`config.mk`:
```
export PLATFORM = sky130hd
export DESIGN_NAME = ime_halt_ctrl
export DESIGN_NICKNAME = d
export VERILOG_FILES = /design/src/rtl/ime_halt_ctrl.sv
export SDC_FILE = /design/constraint.sdc
export NUM_CORES = 1
export LEC_CHECK = 0
export ABC_CLOCK_PERIOD_IN_PS = 3600
export CORE_AREA = 2 2 39 41
export DETAILED_ROUTE_END_ITERATION = 6
export DIE_AREA = 0 0 41 43
export PLACE_DENSITY = 0.52
export SYNTH_ARGS = -nofsm -noshare
export SYNTH_HDL_FRONTEND = slang
export SYNTH_SLANG_ARGS = --single-unit
```
`constraint.sdc`:
```
create_clock -name clk -period 3.6 [get_ports clk]
set_clock_uncertainty 0.1 [all_clocks]
set_input_delay 1.08 -clock clk [delete_from_list [all_inputs] [get_ports clk]]
set_output_delay 1.08 -clock clk [all_outputs]
set_load 0.005 [all_outputs]
```
`src/rtl/ime_halt_ctrl.sv`:
```
module ime_halt_ctrl #(
  parameter int IRQ_W = 5
) (
  input  logic             clk,
  input  logic             rst_n,
  input  logic             instr_done,
  input  logic             op_di,
  input  logic             op_ei,
  input  logic             op_reti,
  input  logic             op_halt,
  input  logic [IRQ_W-1:0] int_en,
  input  logic [IRQ_W-1:0] int_flag,
  input  logic             irq_ack,
  output logic             ime,
  output logic             halted,
  output logic             irq_req,
  output logic             skip_pc_inc
);

  logic ime_q, armed_q, halt_q, skip_q;
  logic live, halt_bug, halt_sleep, wake_plain;

  assign live       = |(int_en & int_flag);
  assign halt_bug   = instr_done && op_halt && !ime_q && live;
  assign halt_sleep = instr_done && op_halt && !halt_bug;
  assign wake_plain = halt_q && !ime_q && live;

  always_ff @(posedge clk) begin
    if (!rst_n) begin
      ime_q   <= 1'b0;
      armed_q <= 1'b0;
      halt_q  <= 1'b0;
      skip_q  <= 1'b0;
    end else if (irq_ack) begin
      ime_q   <= 1'b0;
      armed_q <= 1'b0;
      halt_q  <= 1'b0;
    end else begin
      if (instr_done) begin
        skip_q <= halt_bug;
        if (op_di) begin
          ime_q   <= 1'b0;
          armed_q <= 1'b0;
        end else if (op_reti) begin
          ime_q   <= 1'b1;
          armed_q <= 1'b0;
        end else if (op_ei) begin
          if (armed_q) ime_q <= 1'b1;
          armed_q <= 1'b1;
        end else if (armed_q) begin
          ime_q   <= 1'b1;
          armed_q <= 1'b0;
        end
      end
      if (halt_sleep)      halt_q <= 1'b1;
      else if (wake_plain) halt_q <= 1'b0;
    end
  end

  assign ime         = ime_q;
  assign halted      = halt_q;
  assign irq_req     = ime_q && live;
  assign skip_pc_inc = skip_q;

endmodule


```
==> run metrics, run 1 <==
outcome=finished, final reports clean; Synth Area in Compound Gates=0.302; FF+latch count, synth=4; RR Startpoint=ime$_SDFFE_PP0P_; routed wire length=595 um; Setup-failing EPs final=0; DIE AREA=1760 um2; Total GRT Usage=0.0734; crit path capture type=primary output; final net count=67; WS Path Type=input pin to primary output; VDD IR max=0.118 mV; Worst Hold Launch=armed_q$_SDFFE_PP0P_; syn avg cell area=8.88 um2; drt first-iter violations=2; IO buf count=21; Sw Share=0.211; Seq/Total Area, Yosys=0.430; Max Clock Freq=291 MHz; WP data arrival=2.25 ns; antenna cells=0; average wire per standard cell=9.44 um; share of power burned in registers=0.342; GPL Wtd Cong=0.657; XOR/XNOR Fraction of Synth Area=0; Combinational Power Share=0.239; layout cells sized above 1=0.106; die span in x=41 um; Hold Path Sink=armed_q$_SDFFE_PP0P_; Worst Path Required=2.42 ns; HP Class=register to register; max cap viols=0; simple-gate share of the synthesized area=0.195; Die Height=43 um; Reg2Reg Depth=2; CTS tree=done; CTS root buf=clkbuf_4; vias in the first global route=233; fin crit share=0.953; Synth Area in Adders=0; Syn Nets=39; via-per-instance ratio=4.10; Core Region=1380 um2; clk buf depth=2; Clk network pwr share=0.419; P&R area growth vs syn=143%; internal power=0.107 mW; r2r setup slk=2.76 ns; first drt pass iteration count=4; clock tree sinks=4; overall power=0.136 mW; initial antenna violation count=0; max-slew violations=0; Worst Setup Slack, final=0.168 ns; DRC viols=0; largest net degree at the start of global routing=7; Max transition margin=0.763; IO Count=22; largest family of logic cells by synthesized area=compound AO/OA/AOI/OAI gates; Num CTS Buffers=3; Net Sw Power=0.0287 mW; Initial Util=0.135; worst-margin pin slew=0.356 ns; RSZ-0062 raised after global routing=no; Hold Path Stages=2; Post-DP HPWL=492 um; synth unique cells=14; Fin Setup TNS=0 ns; Worst Path Max Fanout=2; Cell Area, Synth=186 um2; power per cell area=300 nW/um2; mux contribution to synthesized area=0.0537; Detail Route Antenna Nets=0; fin crit period=3.43 ns; Leak=0.172 nW; worst hold slack=0.402 ns; first-pass GRT wire length=814 um; Setup WS pre-CTS=-0.0234 ns; H-tree depth=1; Synth Warn #=0; GR Overflow Total=0; Clock Pin Slew Worst Setup and Hold Paths=0.04 ns; Worst R2R End=skip_pc_inc$_SDFFE_PN0P_; FP Rows=14; final hold viol count=0; critical path launch point type=input pin; Mapped Cells=21; clock latency on the worst-skew pair=0.24 ns; total number of vias=258
-- registers in the layout, indices dropped and copies added, names as in the netlist --
signal       count
ime              1
skip_pc_inc      1
armed_q          1
halted           1
-- metrics by stage --
stage                     cell area (um2)  cells   util
final                                 453     63  0.327
after global routing                  453     63  0.327
after CTS                             453     63  0.327
after detailed placement              424     59  0.307
after global placement                424     59  0.307
after floorplan                       186     21      -
-- worst max-delay path by stage --
| stage | start | endpoint | slack, ns |
|---|---|---|---|
| 2_1_floorplan | int_en[1] | irq_req | 0.86 |
| 3_3_place_gp | int_en[1] | irq_req | -0.009 |
| 3_5_place_dp | int_en[1] | irq_req | -0.02 |
| 4_1_cts | int_flag[1] | irq_req | 0.16 |
| 5_1_grt | int_flag[1] | irq_req | 0.10 |
| 6_report | int_flag[1] | irq_req | 0.17 |
-- routing by layer --
layer | part of all wire | wire [um] | global-route usage
met5 | 0 | 0 | 0
met4 | 0.032 | 19 | 0.0800
met3 | 0.19 | 113 | 0.0366
met2 | 0.39 | 233 | 0.100
met1 | 0.38 | 228 | 0.0710
-- repair_timing --
item,4_1_cts,5_1_grt
buffers inserted,1,0
gates resized for setup,1,0
hold buffers,0,0
setup endpoints to repair,1,0
-- Yosys cell counts, drive strengths merged --
cell type	n	area [um2]
a32o	1	10.0
nand2b	2	12.5
o21ai	1	5.00
dfxtp	4	80.1
nor3b	1	7.51
mux2i	1	10.0
nor3	1	5.00
nor2	2	7.51
a21oi	3	15.0
a222oi	1	10.0
inv	1	3.75
nand2	1	3.75
a221oi	1	8.76
a22oi	1	7.51
-- power groups by stage --
stage                     clock network, mW  logic, mW  registers [mW]
after detailed placement                  0     0.0315          0.0471
after global routing                 0.0602     0.0351          0.0465
after global placement                    0     0.0314          0.0470
after floorplan                           0    0.00663          0.0471
after CTS                            0.0582     0.0327          0.0464
final                                0.0569     0.0324          0.0464
-- cell families (layout without fill, tap and decap cells) --
kind of cell | Yosys count | after routing
compound gates | 8 | 8
simple gates | 7 | 7
buf+inv | 1 | 27
mux | 1 | 1
flops | 4 | 4
-- cells in the final DEF, fill, tap and decap left out, drive strengths merged, types with 2 or more instances in the layout --
master	count
nand2b	2
a21oi	3
nor2	2
dfxtp	4
clkbuf	3
buf	2
clkdlybuf4s50	20
-- critical path: stages --
cell,delay (ns)
clkdlybuf4s50_1,0.40
a222oi_1,0.40
a21oi_1,0.10
dlygate4sd2_1,0.27
-- final cells by class --
class | instances | area [um2]
fill | 162 | 931
timing repair buffer | 23 | 224
inverter | 1 | 3.75
tap | 16 | 20.0
clock buffer | 3 | 22.5
multi-input combinational | 16 | 103
sequential | 4 | 80.1
Power figures use the tool's default switching activity.
==> run 2: changes to the inputs <==
--- a/config.mk
+++ b/config.mk
@@ -6,10 +6,12 @@
 export NUM_CORES = 1
 export LEC_CHECK = 0
 export ABC_CLOCK_PERIOD_IN_PS = 3600
+export CAP_MARGIN = 15
 export CORE_AREA = 2 2 39 41
 export DETAILED_ROUTE_END_ITERATION = 6
 export DIE_AREA = 0 0 41 43
 export PLACE_DENSITY = 0.52
+export SLEW_MARGIN = 0
 export SYNTH_ARGS = -nofsm -noshare
 export SYNTH_HDL_FRONTEND = slang
 export SYNTH_SLANG_ARGS = --single-unit
==> results of run 2 <==
Final layout, timing and power as in run 1 (identical DEF).
==> run 3: changes to the inputs <==
--- a/config.mk
+++ b/config.mk
@@ -11,6 +11,7 @@
 export DETAILED_ROUTE_END_ITERATION = 6
 export DIE_AREA = 0 0 41 43
 export PLACE_DENSITY = 0.52
+export REMOVE_ABC_BUFFERS = 1
 export SLEW_MARGIN = 0
 export SYNTH_ARGS = -nofsm -noshare
 export SYNTH_HDL_FRONTEND = slang
==> results of run 3 <==
Final layout, timing and power as in run 1 (identical DEF).
